$ cat src/rtl/desc_step_pkg.sv
package desc_step_pkg;

  // What happens to one address side on a step
  typedef enum logic [1:0] {
    OP_HOLD    = 2'b00,
    OP_INC     = 2'b01,
    OP_DEC     = 2'b10,
    OP_RESTORE = 2'b11
  } side_op_e;

  // Side indices inside the control struct
  localparam int SIDE_DST = 0;
  localparam int SIDE_SRC = 1;
  localparam int NUM_SIDES = 2;

  // Transfer kinds
  localparam logic [1:0] KIND_REPEAT = 2'b01;
  localparam logic [1:0] KIND_BLOCK  = 2'b10;

  // Strobes from control to datapath
  typedef struct packed {
    side_op_e [NUM_SIDES-1:0] sideOp;
    logic [NUM_SIDES-1:0]     wrEn;
    logic                     cntReload;
    logic                     blkDec;
    logic                     clrFlag;
    logic                     cpuIrq;
    logic                     chain;
  } step_ctl_t;

endpackage

$ cat src/rtl/desc_step_control.sv
module desc_step_control
  import desc_step_pkg::*;
#(
  parameter int CNT_W = 16
) (
  input  logic [7:2]       modeBits,
  input  logic [1:0]       xferKind,
  input  logic [1:0]       srcMode,
  input  logic [CNT_W-1:0] unitCount,
  input  logic [CNT_W-1:0] blockCount,
  output step_ctl_t        ctl
);

  logic chainEn, chainOnLast, irqEach, wrapIsSrc;
  logic kindRepeat, kindBlock;
  logic lastUnit, lastBlock, areaWrap, countDone, chainNow, irqNow;
  logic [1:0] sideMode [NUM_SIDES];

  assign chainEn     = modeBits[7];
  assign chainOnLast = modeBits[6];
  assign irqEach     = modeBits[5];
  assign wrapIsSrc   = modeBits[4];

  assign sideMode[SIDE_DST] = modeBits[3:2];
  assign sideMode[SIDE_SRC] = srcMode;

  assign kindRepeat = (xferKind == KIND_REPEAT);
  assign kindBlock  = (xferKind == KIND_BLOCK);

  assign lastUnit  = (unitCount == CNT_W'(1));
  assign lastBlock = (blockCount == CNT_W'(1));
  assign areaWrap  = (kindRepeat || kindBlock) && lastUnit;

  // Completion of the whole count; blocks need the last block too
  assign countDone = lastUnit && (!kindBlock || lastBlock);

  // A link outranks completion and interrupt handling
  assign chainNow = chainEn && (!chainOnLast || lastUnit);
  assign irqNow   = !chainNow && (irqEach || countDone);

  for (genvar s = 0; s < NUM_SIDES; s++) begin : g_side
    logic isWrapSide;
    assign isWrapSide = (s == SIDE_SRC) ? wrapIsSrc : !wrapIsSrc;

    always_comb begin
      if (areaWrap && isWrapSide) begin
        ctl.sideOp[s] = OP_RESTORE;
        ctl.wrEn[s]   = 1'b1;
      end else if (sideMode[s][1]) begin
        ctl.sideOp[s] = sideMode[s][0] ? OP_DEC : OP_INC;
        ctl.wrEn[s]   = 1'b1;
      end else begin
        ctl.sideOp[s] = OP_HOLD;
        ctl.wrEn[s]   = 1'b0;
      end
    end
  end

  assign ctl.cntReload = areaWrap;
  assign ctl.blkDec    = kindBlock && lastUnit;
  assign ctl.chain     = chainNow;
  assign ctl.cpuIrq    = irqNow;
  assign ctl.clrFlag   = !chainNow && !irqNow;

  // a link leaves the request flag and the interrupt alone
  always_comb begin
    a_chain_silent_r10: assert (!(ctl.chain && (ctl.cpuIrq || ctl.clrFlag)));
  end

endmodule

$ cat src/rtl/desc_step_datapath.sv
module desc_step_datapath
  import desc_step_pkg::*;
#(
  parameter int ADDR_W = 32,
  parameter int CNT_W  = 16
) (
  input  logic              clk,
  input  logic              rstN,
  input  logic              stepValid,
  input  step_ctl_t         ctl,
  input  logic [1:0]        sizeCode,
  input  logic [ADDR_W-1:0] srcAddr,
  input  logic [ADDR_W-1:0] dstAddr,
  input  logic [ADDR_W-1:0] areaStart,
  input  logic [CNT_W-1:0]  unitCount,
  input  logic [CNT_W-1:0]  reloadCount,
  input  logic [CNT_W-1:0]  blockCount,
  output logic              outValid,
  output logic [ADDR_W-1:0] newSrcAddr,
  output logic [ADDR_W-1:0] newDstAddr,
  output logic [CNT_W-1:0]  newUnitCount,
  output logic [CNT_W-1:0]  newBlockCount,
  output logic              srcWriteEn,
  output logic              dstWriteEn,
  output logic              clearReqFlag,
  output logic              cpuIrq,
  output logic              chainNext
);

  localparam int MAX_SHIFT = 2;

  logic [ADDR_W-1:0] stepAmt;
  logic [ADDR_W-1:0] addrIn   [NUM_SIDES];
  logic [ADDR_W-1:0] addrNext [NUM_SIDES];
  logic [CNT_W-1:0]  cntNext, blkNext;

  // Unit step; the reserved size code moves nothing
  always_comb begin
    if (sizeCode <= 2'(MAX_SHIFT)) stepAmt = ADDR_W'(1) << sizeCode;
    else                           stepAmt = '0;
  end

  assign addrIn[SIDE_DST] = dstAddr;
  assign addrIn[SIDE_SRC] = srcAddr;

  for (genvar s = 0; s < NUM_SIDES; s++) begin : g_addr
    always_comb begin
      unique case (ctl.sideOp[s])
        OP_INC:     addrNext[s] = addrIn[s] + stepAmt;
        OP_DEC:     addrNext[s] = addrIn[s] - stepAmt;
        OP_RESTORE: addrNext[s] = areaStart;
        default:    addrNext[s] = addrIn[s];
      endcase
    end
  end

  assign cntNext = ctl.cntReload ? reloadCount : unitCount - CNT_W'(1);
  assign blkNext = ctl.blkDec ? blockCount - CNT_W'(1) : blockCount;

  // Data results: loaded on a step, held otherwise
  always_ff @(posedge clk) begin
    if (!rstN) begin
      newSrcAddr    <= '0;
      newDstAddr    <= '0;
      newUnitCount  <= '0;
      newBlockCount <= '0;
    end else if (stepValid) begin
      newSrcAddr    <= addrNext[SIDE_SRC];
      newDstAddr    <= addrNext[SIDE_DST];
      newUnitCount  <= cntNext;
      newBlockCount <= blkNext;
    end
  end

  // Strobes: live for exactly one cycle
  always_ff @(posedge clk) begin
    if (!rstN) begin
      outValid     <= 1'b0;
      srcWriteEn   <= 1'b0;
      dstWriteEn   <= 1'b0;
      clearReqFlag <= 1'b0;
      cpuIrq       <= 1'b0;
      chainNext    <= 1'b0;
    end else begin
      outValid     <= stepValid;
      srcWriteEn   <= stepValid && ctl.wrEn[SIDE_SRC];
      dstWriteEn   <= stepValid && ctl.wrEn[SIDE_DST];
      clearReqFlag <= stepValid && ctl.clrFlag;
      cpuIrq       <= stepValid && ctl.cpuIrq;
      chainNext    <= stepValid && ctl.chain;
    end
  end

  p_valid_follows_r11: assert property (@(posedge clk) disable iff (!rstN)
    stepValid |=> outValid);

  p_no_valid_r11: assert property (@(posedge clk) disable iff (!rstN)
    !stepValid |=> !outValid);

  p_idle_quiet_r11: assert property (@(posedge clk) disable iff (!rstN)
    !outValid |-> !(srcWriteEn || dstWriteEn || clearReqFlag || cpuIrq || chainNext));

  p_hold_idle_r11: assert property (@(posedge clk) disable iff (!rstN)
    !stepValid |=> ($stable(newDstAddr) && $stable(newSrcAddr) && $stable(newUnitCount)));

  p_one_outcome_r8: assert property (@(posedge clk) disable iff (!rstN)
    outValid |-> $onehot({clearReqFlag, cpuIrq, chainNext}));

  p_reload_r5: assert property (@(posedge clk) disable iff (!rstN)
    (stepValid && ctl.cntReload) |=> (newUnitCount == $past(reloadCount)));

  p_restore_dst_r5: assert property (@(posedge clk) disable iff (!rstN)
    (stepValid && ctl.sideOp[SIDE_DST] == OP_RESTORE) |=> (newDstAddr == $past(areaStart) && dstWriteEn));

  p_fixed_dst_r1: assert property (@(posedge clk) disable iff (!rstN)
    (stepValid && ctl.sideOp[SIDE_DST] == OP_HOLD) |=> (newDstAddr == $past(dstAddr) && !dstWriteEn));

endmodule

$ cat src/rtl/desc_step_ctrl.sv
module desc_step_ctrl
  import desc_step_pkg::*;
#(
  parameter int ADDR_W = 32,
  parameter int CNT_W  = 16
) (
  input  logic              clk,
  input  logic              rstN,
  input  logic              stepValid,
  input  logic [7:0]        modeByte,
  input  logic [1:0]        xferKind,
  input  logic [1:0]        srcMode,
  input  logic [1:0]        sizeCode,
  input  logic [ADDR_W-1:0] srcAddr,
  input  logic [ADDR_W-1:0] dstAddr,
  input  logic [ADDR_W-1:0] areaStart,
  input  logic [CNT_W-1:0]  unitCount,
  input  logic [CNT_W-1:0]  reloadCount,
  input  logic [CNT_W-1:0]  blockCount,
  output logic              outValid,
  output logic [ADDR_W-1:0] newSrcAddr,
  output logic [ADDR_W-1:0] newDstAddr,
  output logic [CNT_W-1:0]  newUnitCount,
  output logic [CNT_W-1:0]  newBlockCount,
  output logic              srcWriteEn,
  output logic              dstWriteEn,
  output logic              clearReqFlag,
  output logic              cpuIrq,
  output logic              chainNext
);

  step_ctl_t stepCtl;
  logic      unusedRsvd;

  // Reserved control bits carry no meaning
  assign unusedRsvd = ^modeByte[1:0];

  desc_step_control #(.CNT_W(CNT_W)) u_control (
    .modeBits   (modeByte[7:2]),
    .xferKind   (xferKind),
    .srcMode    (srcMode),
    .unitCount  (unitCount),
    .blockCount (blockCount),
    .ctl        (stepCtl)
  );

  desc_step_datapath #(.ADDR_W(ADDR_W), .CNT_W(CNT_W)) u_datapath (
    .clk           (clk),
    .rstN          (rstN),
    .stepValid     (stepValid),
    .ctl           (stepCtl),
    .sizeCode      (sizeCode),
    .srcAddr       (srcAddr),
    .dstAddr       (dstAddr),
    .areaStart     (areaStart),
    .unitCount     (unitCount),
    .reloadCount   (reloadCount),
    .blockCount    (blockCount),
    .outValid      (outValid),
    .newSrcAddr    (newSrcAddr),
    .newDstAddr    (newDstAddr),
    .newUnitCount  (newUnitCount),
    .newBlockCount (newBlockCount),
    .srcWriteEn    (srcWriteEn),
    .dstWriteEn    (dstWriteEn),
    .clearReqFlag  (clearReqFlag),
    .cpuIrq        (cpuIrq),
    .chainNext     (chainNext)
  );

endmodule

$ cat config.mk
export PLATFORM = sky130hd
export DESIGN_NAME = desc_step_ctrl
export DESIGN_NICKNAME = d
export VERILOG_FILES = /design/src/rtl/desc_step_pkg.sv /design/src/rtl/desc_step_control.sv /design/src/rtl/desc_step_datapath.sv /design/src/rtl/desc_step_ctrl.sv
export SDC_FILE = /design/constraint.sdc
export NUM_CORES = 1
export LEC_CHECK = 0
export BUFFER_PORTS_ARGS = -buffer_cell sky130_fd_sc_hd__buf_2
export CAP_MARGIN = 20
export CORE_ASPECT_RATIO = 1.4
export CORE_MARGIN = 2
export CORE_UTILIZATION = 49
export CTS_CLUSTER_SIZE = 28
export DETAILED_ROUTE_END_ITERATION = 8
export GPL_TIMING_DRIVEN = 0
export PLACE_DENSITY = 0.79
export SYNTH_ARGS = -nofsm -noshare
export SYNTH_HDL_FRONTEND = slang
export SYNTH_SLANG_ARGS = --single-unit
$ cat constraint.sdc
create_clock -name clk -period 5.4 [get_ports clk]
set_input_delay 0.81 -clock clk [delete_from_list [all_inputs] [get_ports clk]]
set_output_delay 0.81 -clock clk [all_outputs]
set_load 0.1 [all_outputs]
==> summary.md, run 1 <==
| Metric | Value |
|---|---|
| Highest net fanout along the worst path | `5` |
| Worst-path clk slew | `0.07 ns` |
| Netlist Area Pre-Place | `9100 sq um` |
| Crit-path max cell delay | `0.56 ns` |
| CP most frequent cell | `sky130_fd_sc_hd__a21o_1` |
| Violation count after the first detailed-route iteration | `848` |
| Most common flop cell mapped by yosys | `sky130_fd_sc_hd__dfxtp_1` |
| Worst R2R Setup Slack | `4.32 ns` |
| Number of flops mapped to enable cells by yosys | `0` |
| Post-detailed-route via-to-cell ratio | `6.21` |
| Core Area | `18400 sq um` |
| Slew margin rel. | `45.0%` |
| Cell area reported after detailed placement | `10700 sq um` |
| Most frequent cells in the layout | `sky130_fd_sc_hd__buf_2 (260), sky130_fd_sc_hd__nand2_1 (152), sky130_fd_sc_hd__dfxtp_1 (102), sky130_fd_sc_hd__o21ai_0 (88), sky130_fd_sc_hd__ha_1 (79)` |
| Post-synthesis instance total | `1168` |
| Average cell area after synthesis | `7.79 sq um` |
| Met2 Usage GRT | `61.4%` |
| CTS tree | `built` |
| Reg-to-reg startpoint | `u_datapath.newDstAddr[31]$_SDFFE_PN0P_` |
| Detailed-placement wirelength estimate | `27.6 mm` |
| All-layer global routing usage | `33.6%` |
| Via count of the first global-routing pass | `9782` |
| Hold buffer count at CTS | `0` |
| Post-route cell area | `11200 sq um` |
| Chip width | `119 um` |
| Sequential Power Share | `28.5%` |
| Number of warning messages in the yosys log | `0` |
| Net total in the final layout | `1695` |
| Area of the die | `19700 sq um` |
| Clock skew after layout | `0 ns` |
| Via count | `10.6k` |
| Cell chain of the critical path | `buf_2 > or4_4 > nor2_2 > nand4_1 > nor2_4 > nand2_1 > o21ai_0 > inv_1 > ha_1 > a21o_1 > fa_1 > a21o_1 > a21oi_4 > o211ai_2 > a221o_1 > o2111ai_4 > o21ai_2 > a41oi_2 > o21ai_1 > xnor2_1 > o41ai_2` |
| Biggest area contributors in the synthesized netlist | `sky130_fd_sc_hd__dfxtp_1 (22%), sky130_fd_sc_hd__ha_1 (11%), sky130_fd_sc_hd__nand2_1 (6.3%), sky130_fd_sc_hd__o21ai_0 (4.8%), sky130_fd_sc_hd__o211ai_1 (4.4%)` |
| Element type at the critical path start | `input port` |
| Type of destination of the critical path | `flip-flop` |
| Pin count of the biggest net entering global routing | `35` |
| Portion of synthesized cell area occupied by the leading cell type | `22.4%` |
| Layer with the highest usage after global routing | `met2` |
| Psw | `0.00142 W` |
| Initial antenna violation count | `2` |
| Sink Count | `102` |
| Count of port buffers added during placement | `259` |
| Pwr dens | `265 nW/um^2` |
| Hold Crit Class | `flip-flop to flip-flop` |
| I/O pin count | `263` |
| Clock latency on the worst-skew pair | `0.35 ns` |
| Detailed Routing Iterations Pass 1 | `5` |
| Required time of the critical path | `5.66 ns` |
| Average wire per cell in the routed design | `20.9 um` |
| Nets in the synthesized netlist | `1414` |
| Hold Crit Start | `u_datapath.newSrcAddr[11]$_SDFFE_PN0P_` |
| Part of the power in the clock network | `22.6%` |
| Routability Congestion | `0.987` |
| Post-synthesis cell type count | `80` |
| Slowest cell on crit path | `sky130_fd_sc_hd__or4_4` |
| Internal power | `0.00156 W` |
| Worst hold stages | `2` |
| Total DRC errors in the routed layout | `0` |
| Global-route wire length before repair | `51.9 mm` |
| Commonest non-fill, non-tap cell in the layout | `sky130_fd_sc_hd__buf_2` |
| MaxCap Viol Count | `0` |
| Fmax | `0.191 GHz` |
| Global routing met3 resource utilization | `5.53%` |
| CTS Buffer Depth | `2` |
| Data arrival time of the critical path | `5.50 ns` |
| WS Path Type | `input port to flip-flop` |
| Setup TNS Final | `0 ns` |
| Die height | `165 um` |
| Fin. max-slew vios | `0` |
| Unrepaired setup endpoints after global routing | `yes` |
| Final critical-path required period | `5.23 ns` |
| Rows | `59` |
| Worst-case hold path end point | `u_datapath.newSrcAddr[11]$_SDFFE_PN0P_` |
| Number of buffers inserted during clock tree synthesis | `9` |
| Cell accounting for the most synthesized area | `sky130_fd_sc_hd__dfxtp_1` |
| GR met1 Demand/Resource | `37.0%` |
| Setup crit start | `unitCount[12]` |
| Layout cell share with drive strength beyond 1 | `23.1%` |
| Post-Route WL | `35.4 mm` |
| Number of cells traversed by the worst register-to-register path | `4` |
| Filler cell count | `1709` |
| Outcome | `finished, final reports clean` |
| Initial standard-cell utilization of the core | `49.5%` |
| Count of final hold-check violations | `0` |
| Async S/R FF share, synth | `0%` |
| Total setup violations reported at the end of the flow | `0` |
| Static leakage | `5.24 nW` |
| Switching share of power | `47.6%` |
| Layout Area Growth over Synthesis | `23.5%` |
| Combinational share of power | `48.9%` |
| Cell at the root of the clock tree | `sky130_fd_sc_hd__clkbuf_16` |
| Total gr overflow | `0` |
| Worst vdd rail ir drop | `164 uV` |
| Register bit count reported by yosys | `102` |
| Antenna-violating nets left | `0` |
| CTS H-tree lvls | `3` |
| Period utilization | `96.9%` |
| Pin slew with the least headroom to its limit | `0.826 ns` |
| Reg-to-reg endpoint | `u_datapath.newDstAddr[31]$_SDFFE_PN0P_` |
| Sequential element share of the synthesized area | `22.4%` |
through the flow:
step	hold slack, ns	total power [W]	instances	worst slack [ns]	util, %
finish	0.461	0.00298	1700	0.165	61.2
global route	0.496	0.00311	1699	-0.0650	61.1
detailed placement	0.450	0.00227	1671	-1.18	58.3
CTS	0.468	0.00294	1685	0.0609	60.1
floorplan	0.880	0.00193	1168	-0.0465	-
global placement	0.434	0.00225	1671	-1.18	58.3
state kept, by name, indices dropped and copies added, names as in the netlist:
name	flops
u_datapath.newSrcAddr	32
u_datapath.newBlockCount	16
u_datapath.newDstAddr	32
u_datapath.dstWriteEn	1
u_datapath.cpuIrq	1
u_datapath.newUnitCount	16
u_datapath.chainNext	1
u_datapath.clearReqFlag	1
u_datapath.srcWriteEn	1
u_datapath.outValid	1
how the worst max path moves through the flow:
stage                                                  end  slack (ns)
floorplan           u_datapath.newDstAddr[31]$_SDFFE_PN0P_       -0.05
global placement    u_datapath.newDstAddr[31]$_SDFFE_PN0P_       -1.18
global route        u_datapath.newSrcAddr[26]$_SDFFE_PN0P_       -0.06
finish              u_datapath.newSrcAddr[26]$_SDFFE_PN0P_        0.17
detailed placement  u_datapath.newDstAddr[31]$_SDFFE_PN0P_       -1.18
CTS                 u_datapath.newSrcAddr[26]$_SDFFE_PN0P_        0.06
layer usage:
layer	routed length (um)	share of wire, %
met2	17400	49
met3	3210	9.0
met4	2100	5.9
met1	12700	36
met5	11	0.031
kinds of logic after synthesis:
kind of cell               count (synthesis)  share of synthesized area, %
AOI/OAI and AO/OA                        419                          32.9
xor gates and xnor gates                  74                          7.12
adders and majority gates                 85                          11.8
buffers and inverters                    111                          4.59
DFF                                      102                          22.4
muxes                                     23                          2.54
and+or+nand+nor                          354                          18.5
power by group through the flow:
| stage | clock network (W) | logic, W | registers [W] |
|---|---|---|---|
| finish | 0.000675 | 0.00146 | 0.000849 |
| global route | 0.000707 | 0.00155 | 0.000855 |
| CTS | 0.000674 | 0.00141 | 0.000848 |
| detailed placement | 0 | 0.00140 | 0.000865 |
| global placement | 0 | 0.00139 | 0.000864 |
| floorplan | 0 | 0.000637 | 0.00129 |
worst max-delay path, delay by kind of cell:
family,cells,cell delay (ns)
AOI/OAI and AO/OA,11,2.31
and+or+nand+nor,5,1.24
adders and majority gates,2,0.70
buffers and inverters,2,0.26
xor gates and xnor gates,1,0.18
timing repair:
action                                  in CTS  in global routing
cloned                                       0                  3
pin swaps                                    0                  4
buffers inserted                             0                 10
gates resized for setup                      8                 11
endpoints found under the setup margin      41                 19
layout make-up:
type | instances | area [sq um] | share of cell area, %
plain buffers | 69 | 260 | 2.31
clock inverters | 7 | 73.8 | 0.657
well taps | 244 | 305 | 2.72
multi-input cells | 958 | 6810 | 60.6
repair buffers | 269 | 1370 | 12.2
clock buffers | 9 | 225 | 2.00
flip-flops and latches | 102 | 2040 | 18.2
inverters | 40 | 150 | 1.34
diodes | 2 | 5.00 | 0.0445
cells in the mapped netlist, drive strengths merged, types with 20 or more instances:
cell    number
xnor2       41
mux2i       22
nor2        67
a221oi      20
nand3       25
dfxtp      102
inv         39
nor2b       30
nand2      152
o211ai      54
a21o        32
clkbuf      66
xor2        33
o211a       21
o21ai      102
ha          83
a21oi       69
No activity file was read; power rests on OpenSTA's default activity.
==> inputs of run 2 (changes only) <==
CTS_BUF_LIST = sky130_fd_sc_hd__clkbuf_2   (was not set)
SLEW_MARGIN = 20   (was not set)
==> run 2 against run 1 <==
  * Final cell count down 0.47%
  * Sequential power is 0.6% higher
  * Highest routed layer unchanged
  * Power decreased by 9.7%
  * Maximum frequency grew 1.9%
  * Non-clock buffer count is 6 lower
  * Worst hold slack worse by 0.081 ns
  * Setup slack improved by 0.099 ns
  * Sequential share of layout area grew 0.47 points
  * Die area unchanged
==> summary.md, run 2 (synthesized netlist as in run 1, its figures left out) <==
| Metric | Value |
|---|---|
| Total setup violations reported at the end of the flow | `0 (unchanged)` |
| Fin worst setup slack | `0.264 ns (+0.0989 ns)` |
| Layout Area Growth over Synthesis | `20.4%` |
| Global-route wire length before repair | `51.8 mm (-0.19%)` |
| Filler cell count | `1756 (+2.8%)` |
| Initial standard-cell utilization of the core | `49.5% (unchanged)` |
| Violation count after the first detailed-route iteration | `790 (-6.8%)` |
| Setup TNS Final | `0 ns (unchanged)` |
| Area of the die | `19700 sq um (unchanged)` |
| WS Path Type | `input port to flip-flop` |
| Period utilization | `95.1% (-1.8 points)` |
| Worst-path clk slew | `0.30 ns (+0.23 ns)` |
| Routability Congestion | `0.987 (unchanged)` |
| Outcome | `finished, final reports clean` |
| CTS Buffer Depth | `2 (unchanged)` |
| CTS H-tree lvls | `3 (unchanged)` |
| Data arrival time of the critical path | `5.71 ns (+0.21 ns)` |
| Number of cells traversed by the worst register-to-register path | `4 (unchanged)` |
| All-layer global routing usage | `33.6% (about the same)` |
| Total area of sequential cells | `2040 sq um (unchanged)` |
| Clock skew after layout | `0 ns (unchanged)` |
| Final Power | `0.00269 W (-9.7%)` |
| Clock latency on the worst-skew pair | `0.63 ns (+0.28 ns)` |
| Static leakage | `5.12 nW (-2.2%)` |
| Average wire per cell in the routed design | `20.5 um (-1.9%)` |
| Sink Count | `102 (unchanged)` |
| Pin slew with the least headroom to its limit | `0.858 ns (+0.0320 ns)` |
| Count of final hold-check violations | `0 (unchanged)` |
| Pin count of the biggest net entering global routing | `35 (unchanged)` |
| Total gr overflow | `0 (unchanged)` |
| Type of destination of the critical path | `flip-flop` |
| Worst-case hold path end point | `u_datapath.dstWriteEn$_SDFF_PN0_` |
| Total area of multi-input combinational cells | `6750 sq um (-0.90%)` |
| Core Area | `18400 sq um (unchanged)` |
| Total DRC errors in the routed layout | `0 (unchanged)` |
| Post-route worst hold slack | `0.380 ns (-0.0813 ns)` |
| Element type at the critical path start | `input port` |
| Fin. max-slew vios | `0 (unchanged)` |
| Via count of the first global-routing pass | `9730 (-0.53%)` |
| Worst R2R Setup Slack | `4.34 ns (+0.02 ns)` |
| Commonest non-fill, non-tap cell in the layout | `sky130_fd_sc_hd__buf_2` |
| Initial antenna violation count | `3 (+1)` |
| Highest net fanout along the worst path | `10 (+5)` |
| MaxCap Viol Count | `0 (unchanged)` |
| Fmax | `0.195 GHz (+1.9%)` |
| Slew margin rel. | `42.8% (-2.1 points)` |
| Worst hold stages | `3 (+1)` |
| Detailed Routing Iterations Pass 1 | `5 (unchanged)` |
| Chip width | `119 um (unchanged)` |
| Post-Route WL | `34.6 mm (-2.3%)` |
| Die height | `165 um (unchanged)` |
| Rows | `59 (unchanged)` |
| Layout cell share with drive strength beyond 1 | `22.5% (-0.56 points)` |
| Via count | `10.4k (-1.3%)` |
| Unrepaired setup endpoints after global routing | `no` |
| Hold Crit Class | `input port to flip-flop` |
| Detailed-placement wirelength estimate | `27.6 mm (unchanged)` |
| Net total in the final layout | `1687 (-0.47%)` |
| Required time of the critical path | `5.97 ns (+0.31 ns)` |
| Reg-to-reg startpoint | `u_datapath.newDstAddr[31]$_SDFFE_PN0P_` |
| Most frequent cells in the layout | `sky130_fd_sc_hd__buf_2 (260), sky130_fd_sc_hd__nand2_1 (152), sky130_fd_sc_hd__dfxtp_1 (102), sky130_fd_sc_hd__o21ai_0 (88), sky130_fd_sc_hd__ha_1 (81)` |
| Count of port buffers added during placement | `259 (unchanged)` |
| Cell at the root of the clock tree | `sky130_fd_sc_hd__clkbuf_2` |
| Largest registers in the final layout | `u_datapath.newDstAddr x32, u_datapath.newSrcAddr x32` |
| Post-detailed-route via-to-cell ratio | `6.16 (-0.86%)` |
| I/O pin count | `263 (unchanged)` |
| Final critical-path required period | `5.14 ns (-0.0989 ns)` |
| Worst setup slack before clock tree synthesis | `-1.18 ns (unchanged)` |
| Pwr dens | `246 nW/um^2 (-7.4%)` |
| Worst vdd rail ir drop | `107 uV (-35%)` |
| Reg-to-reg endpoint | `u_datapath.newDstAddr[31]$_SDFFE_PN0P_` |
| Number of buffers inserted during clock tree synthesis | `9 (unchanged)` |
| Antenna-violating nets left | `0 (unchanged)` |
| CTS tree | `built` |
| Hold Crit Start | `modeByte[3]` |
run 2: worst max-delay path by stage:
stage | cells past startpoint | endpoint | start
3_5_place_dp | 21 | u_datapath.newDstAddr[31]$_SDFFE_PN0P_ | unitCount[6]
5_1_grt | 20 | u_datapath.newSrcAddr[26]$_SDFFE_PN0P_ | unitCount[12]
2_1_floorplan | 21 | u_datapath.newDstAddr[31]$_SDFFE_PN0P_ | unitCount[12]
6_report | 22 | u_datapath.newDstAddr[28]$_SDFFE_PN0P_ | unitCount[12]
4_1_cts | 22 | u_datapath.newDstAddr[28]$_SDFFE_PN0P_ | unitCount[12]
3_3_place_gp | 21 | u_datapath.newDstAddr[31]$_SDFFE_PN0P_ | unitCount[6]
run 2: worst max-delay path: stages:
cell	delay, ns
sky130_fd_sc_hd__buf_2	0.12
sky130_fd_sc_hd__or4_4	0.56
sky130_fd_sc_hd__nor2_2	0.12
sky130_fd_sc_hd__nand4_1	0.18
sky130_fd_sc_hd__or2_2	0.43
sky130_fd_sc_hd__buf_4	0.22
sky130_fd_sc_hd__o22ai_2	0.19
sky130_fd_sc_hd__inv_1	0.11
sky130_fd_sc_hd__ha_1	0.26
sky130_fd_sc_hd__nand2b_4	0.21
sky130_fd_sc_hd__buf_4	0.18
sky130_fd_sc_hd__ha_4	0.22
sky130_fd_sc_hd__and3_1	0.22
sky130_fd_sc_hd__a221o_1	0.32
sky130_fd_sc_hd__a41o_1	0.27
sky130_fd_sc_hd__o211ai_1	0.35
sky130_fd_sc_hd__nand4_1	0.19
sky130_fd_sc_hd__nand3_1	0.15
sky130_fd_sc_hd__a21oi_1	0.12
sky130_fd_sc_hd__a31oi_1	0.21
sky130_fd_sc_hd__xor2_1	0.20
sky130_fd_sc_hd__o31ai_1	0.08
run 2: power by group:
| part | total, W | switching (W) | internal [W] |
|---|---|---|---|
| clock | 0.000395 | 0.000315 | 0.0000798 |
| sequential | 0.000854 | 0.0000368 | 0.000817 |
| combinational | 0.00144 | 0.00103 | 0.000416 |
| total | 0.00269 | 0.00138 | 0.00131 |
run 2: metrics by stage:
| step | cells | utilization, % | cell area [sq um] |
|---|---|---|---|
| 6_report | 1692 | 59.6 | 11000 |
| 5_1_grt | 1691 | 59.6 | 11000 |
| 4_1_cts | 1687 | 59.1 | 10900 |
| 3_5_place_dp | 1671 | 58.3 | 10700 |
| 3_3_place_gp | 1671 | 58.3 | 10700 |
| 2_1_floorplan | 1168 | - | 9110 |
run 2: timing repair:
action                                  in CTS  in global routing
buffers inserted                             0                  4
endpoints found under the setup margin      19                 16
cloned                                       0                  1
gates resized for setup                      6                 12
hold buffers                                 0                  0
pin swaps                                    0                  1
run 2: area by class of cell:
type                    count  area share (%)
diodes                      2          0.0457
plain buffers              69            2.41
clock buffers               9           0.411
clock inverters             7           0.674
inverters                  40            1.37
multi-input cells         956            61.6
flip-flops and latches    102            18.6
well taps                 244            2.79
repair buffers            263            12.1
run 2: layer usage:
| layer | GRT usage [%] | vias to the layer above | wire, um |
|---|---|---|---|
| li1 | - | 4861 | - |
| met1 | 37.0 | 4860 | 12800 |
| met2 | 61.7 | 558 | 17200 |
| met3 | 5.32 | 141 | 2740 |
| met4 | 18.6 | 2 | 1920 |
| met5 | 0 | - | 11 |
==> inputs of run 3 (changes only) <==
CORE_UTILIZATION = 50   (was 49)
CTS_BUF_LIST = sky130_fd_sc_hd__clkbuf_4   (was sky130_fd_sc_hd__clkbuf_2)
PLACE_DENSITY = 0.8   (was 0.79)
SYNTH_HIERARCHICAL = 1   (was not set)
==> run 3 against run 2 <==
  * Non-clock buffer count up 6
  * Cell area increased by 0.13%
  * Synthesized area is 1.4% higher
  * Final cell count down 1.1%
  * Count of clock-buffer cells in the layout unchanged
  * Via count down 0.87%
  * Sequential share of layout area barely moved
  * Synthesized cell count shrank 0.94%
  * Setup slack got worse by 0.011 ns
  * Clock power increased by 7.3%
  * Power increased by 2.1%
  * Largest cell class unchanged
  * Largest power group unchanged
  * Highest routed layer is now met4
==> summary.md, run 3 <==
| Metric | Value |
|---|---|
| Outcome | `finished, final reports clean` |
| Combinational share of power | `53.5% (about the same)` |
| Number of cells traversed by the worst register-to-register path | `3 (-1)` |
| Fin worst setup slack | `0.253 ns (-0.0111 ns)` |
| Reg-to-reg startpoint | `u_datapath/newDstAddr[29]$_SDFFE_PN0P_` |
| Register bit count reported by yosys | `102 (unchanged)` |
| Layout Area Growth over Synthesis | `18.9%` |
| Average wire per cell in the routed design | `20.6 um (+0.55%)` |
| Count of placed standard cells including taps | `1657 (-0.84%)` |
| Detailed-placement wirelength estimate | `27.4 mm (-0.67%)` |
| Nets in the synthesized netlist | `1391 (-1.6%)` |
| Via count | `10.3k (-0.87%)` |
| Count of final hold-check violations | `0 (unchanged)` |
| Dominant delay contributor by cell family on the critical path | `simple AND/OR/NAND/NOR gates` |
| Die height | `165 um (-0.32%)` |
| Worst vdd rail ir drop | `141 uV (+32%)` |
| Cell chain of the critical path | `buf_2 > nor4b_4 > nand4_4 > nor3_2 > a21o_1 > inv_1 > ha_1 > inv_1 > nand2_2 > ha_1 > clkbuf_1 > nand4_1 > nor4_1 > nor3_1 > a31oi_1 > o2111ai_1 > a21oi_1 > xor2_1 > mux2i_1 > o21ai_1` |
| Slew margin rel. | `33.1% (-9.7 points)` |
| Most frequent cells in the layout | `sky130_fd_sc_hd__buf_2 (260), sky130_fd_sc_hd__nand2_1 (125), sky130_fd_sc_hd__dfxtp_1 (102), sky130_fd_sc_hd__o21ai_0 (76), sky130_fd_sc_hd__ha_1 (71)` |
| CTS Buffer Depth | `2 (unchanged)` |
| Worst R2R Setup Slack | `4.29 ns (-0.05 ns)` |
| Hold Crit Class | `flip-flop to flip-flop` |
| Portion of synthesized cell area occupied by the leading cell type | `22.1% (-0.30 points)` |
| All-layer global routing usage | `34.1% (+0.43 points)` |
| Initial standard-cell utilization of the core | `51.3% (+1.8 points)` |
| Most instantiated cells after synthesis | `sky130_fd_sc_hd__nand2_1 (127), sky130_fd_sc_hd__dfxtp_1 (102), sky130_fd_sc_hd__o21ai_0 (76), sky130_fd_sc_hd__ha_1 (71), sky130_fd_sc_hd__a21oi_1 (68)` |
| Final cell count without fillers | `1673 (-1.1%)` |
| Count of port buffers added during placement | `260 (+0.39%)` |
| CTS H-tree lvls | `3 (unchanged)` |
| Highest net fanout along the worst path | `27 (+17)` |
| Pin slew with the least headroom to its limit | `1.00 ns (+0.146 ns)` |
| Clock latency on the worst-skew pair | `0.48 ns (-0.15 ns)` |
| Worst setup slack before clock tree synthesis | `-0.627 ns (+0.551 ns)` |
| Total DRC errors in the routed layout | `0 (unchanged)` |
| Area of the die | `19600 sq um (-0.63%)` |
| Required time of the critical path | `5.81 ns (-0.16 ns)` |
| Type of destination of the critical path | `flip-flop` |
| Final Power | `0.00275 W (+2.1%)` |
| Core Area | `18000 sq um (-2.1%)` |
| Element type at the critical path start | `input port` |
| Static leakage | `4.99 nW (-2.6%)` |
| Total gr overflow | `0 (unchanged)` |
| Routability Congestion | `0.994 (+0.73%)` |
| Psw | `0.00137 W (-0.99%)` |
| Number of warning messages in the yosys log | `6 (+6)` |
| Most common flop cell mapped by yosys | `sky130_fd_sc_hd__dfxtp_1` |
| CTS tree | `built` |
| Cell accounting for the most synthesized area | `sky130_fd_sc_hd__dfxtp_1` |
| Sink Count | `102 (unchanged)` |
| Worst hold stages | `2 (-1)` |
| Number of buffers inserted during clock tree synthesis | `9 (unchanged)` |
| Detailed Routing Iterations Pass 1 | `6 (+1)` |
| Fmax | `0.194 GHz (-0.22%)` |
| Layout cell share with drive strength beyond 1 | `23.0% (+0.50 points)` |
| Pwr dens | `250 nW/um^2 (+1.9%)` |
| Post-synthesis instance total | `1157 (-0.94%)` |
| Crit-path max cell delay | `0.52 ns (-0.04 ns)` |
| Slowest cell on crit path | `sky130_fd_sc_hd__nor4_1` |
| Commonest non-fill, non-tap cell in the layout | `sky130_fd_sc_hd__buf_2` |
| Via count of the first global-routing pass | `10.1k (+3.6%)` |
| Sequential Power Share | `31.0% (-0.7 points)` |
| Initial antenna violation count | `1 (-2)` |
| Post-synthesis cell type count | `91 (+14%)` |
| Chip width | `119 um (-0.31%)` |
| Violation count after the first detailed-route iteration | `955 (+21%)` |
| I/O pin count | `263 (unchanged)` |
| Final critical-path required period | `5.15 ns (+0.0111 ns)` |
| MaxCap Viol Count | `0 (unchanged)` |
| Biggest area contributors in the synthesized netlist | `sky130_fd_sc_hd__dfxtp_1 (22%), sky130_fd_sc_hd__ha_1 (9.6%), sky130_fd_sc_hd__nand2_1 (5.2%), sky130_fd_sc_hd__xnor2_1 (4.4%), sky130_fd_sc_hd__o21ai_0 (4.1%)` |
| Part of the power in the clock network | `15.4% (+0.7 points)` |
| Worst setup path endpoint | `u_datapath/newDstAddr[31]$_SDFFE_PN0P_` |
| Reg-to-reg endpoint | `u_datapath/newDstAddr[29]$_SDFFE_PN0P_` |
| Number of flops mapped to enable cells by yosys | `0 (unchanged)` |
| Clock skew after layout | `0 ns (unchanged)` |
| Critical path depth in cells | `20 (-9.1%)` |
| Fin. max-slew vios | `0 (unchanged)` |
| Sequential element share of the synthesized area | `22.1% (-0.30 points)` |
| Period utilization | `95.3% (+0.21 points)` |
| Worst-path clk slew | `0.19 ns (-0.11 ns)` |
| Cell at the root of the clock tree | `sky130_fd_sc_hd__clkbuf_4` |
| Setup crit start | `unitCount[11]` |
| Netlist Area Pre-Place | `9230 sq um (+1.4%)` |
| Post-detailed-route via-to-cell ratio | `6.18 (+0.25%)` |
| Async S/R FF share, synth | `0% (unchanged)` |
| Rows | `58 (-1.7%)` |
| Antenna-violating nets left | `0 (unchanged)` |
| Unrepaired setup endpoints after global routing | `no` |
| Final design utilization | `61.0% (+1.3 points)` |
| Data arrival time of the critical path | `5.56 ns (-0.15 ns)` |
| WS Path Type | `input port to flip-flop` |
| Filler cell count | `1766 (+0.57%)` |
| Internal power | `0.00138 W (+5.3%)` |
| Total setup violations reported at the end of the flow | `0 (unchanged)` |
| Pin count of the biggest net entering global routing | `29 (-17%)` |
| Net total in the final layout | `1662 (-1.5%)` |
| Leading cell type by number of instances after synthesis | `sky130_fd_sc_hd__nand2_1` |
| Average cell area after synthesis | `7.98 sq um (+2.3%)` |
| Total area of multi-input combinational cells | `6650 sq um (-1.5%)` |
| Global-route wire length before repair | `51.9 mm (+0.29%)` |
| CP Buf/Inv Count | `4 (unchanged)` |
| Total area of sequential cells | `2040 sq um (unchanged)` |
| Switching share of power | `49.7% (-1.5 points)` |
| Largest registers in the final layout | `u_datapath/newDstAddr x32, u_datapath/newSrcAddr x32` |
| Post-CTS setup-driven buffer insertion count | `0 (unchanged)` |
| Post-Route WL | `34.4 mm (-0.57%)` |
==> run 3: cell families (layout without fill, tap and decap cells) <==
logic type                 Yosys count  in the layout  share of synthesized area, %
AOI/OAI and AO/OA                  405            405                          31.1
and+or+nand+nor                    356            356                          20.1
buffers and inverters              114            389                          5.95
DFF                                102            102                          22.1
adders and majority gates           73             73                          10.1
xor gates and xnor gates            71             71                          6.74
muxes                               36             36                          3.91
other                                0              1                             0
==> run 3: worst min path at each step <==
stage / startpoint / to / slack, ns
5_1_grt: u_datapath/newSrcAddr[23]$_SDFFE_PN0P_ / u_datapath/newSrcAddr[23]$_SDFFE_PN0P_ / 0.48
2_1_floorplan: u_datapath/newSrcAddr[23]$_SDFFE_PN0P_ / u_datapath/newSrcAddr[23]$_SDFFE_PN0P_ / 0.87
6_report: u_datapath/newSrcAddr[23]$_SDFFE_PN0P_ / u_datapath/newSrcAddr[23]$_SDFFE_PN0P_ / 0.46
3_5_place_dp: u_datapath/newSrcAddr[18]$_SDFFE_PN0P_ / u_datapath/newSrcAddr[18]$_SDFFE_PN0P_ / 0.44
3_3_place_gp: u_datapath/newSrcAddr[18]$_SDFFE_PN0P_ / u_datapath/newSrcAddr[18]$_SDFFE_PN0P_ / 0.43
4_1_cts: u_datapath/newSrcAddr[23]$_SDFFE_PN0P_ / u_datapath/newSrcAddr[23]$_SDFFE_PN0P_ / 0.47
==> run 3: area by class of cell <==
cell class | instances | share of cell area, %
antenna | 1 | 0.0228
buffer | 78 | 3.77
clock buffer | 9 | 0.616
clock inverter | 6 | 0.582
inverter | 36 | 1.23
multi-input combinational | 941 | 60.6
sequential | 102 | 18.6
tap | 240 | 2.74
timing repair buffer | 260 | 11.9
==> run 3: routing by layer <==
layer	global-route usage (%)	routed length [um]	vias to the layer above
li1	-	-	4868
met1	36.7	12800	4752
met2	60.9	16600	572
met3	6.91	2780	139
met4	21.5	2240	0
met5	0	0	-
==> run 3: power by group through the flow <==
stage | logic, W | clock network (W) | registers (W)
2_1_floorplan | 0.000663 | 0 | 0.00130
3_3_place_gp | 0.00143 | 0 | 0.000865
3_5_place_dp | 0.00144 | 0 | 0.000866
4_1_cts | 0.00145 | 0.000433 | 0.000851
5_1_grt | 0.00156 | 0.000458 | 0.000858
6_report | 0.00147 | 0.000424 | 0.000852
==> run 3: repair_timing <==
action | in CTS | in global routing
setup endpoints to repair | 5 | 2
gates resized for setup | 2 | 1
pin swaps | 0 | 0
endpoints found under the hold margin | 0 | 0
hold buffers | 0 | 0
==> run 3: worst register-to-register path: cells and delay by family (launching register included) <==
family / cells / cell delay (ns)
DFF: 1 / 0.35
AOI/OAI and AO/OA: 2 / 0.28
and+or+nand+nor: 1 / 0.38
==> run 3: stage by stage <==
step	hold slack, ns	area (sq um)	TNS, ns
2_1_floorplan	0.870	9230	0
3_3_place_gp	0.431	10800	-9.63
3_5_place_dp	0.443	10800	-11.29
4_1_cts	0.469	11000	0
5_1_grt	0.482	11000	0
6_report	0.462	11000	0
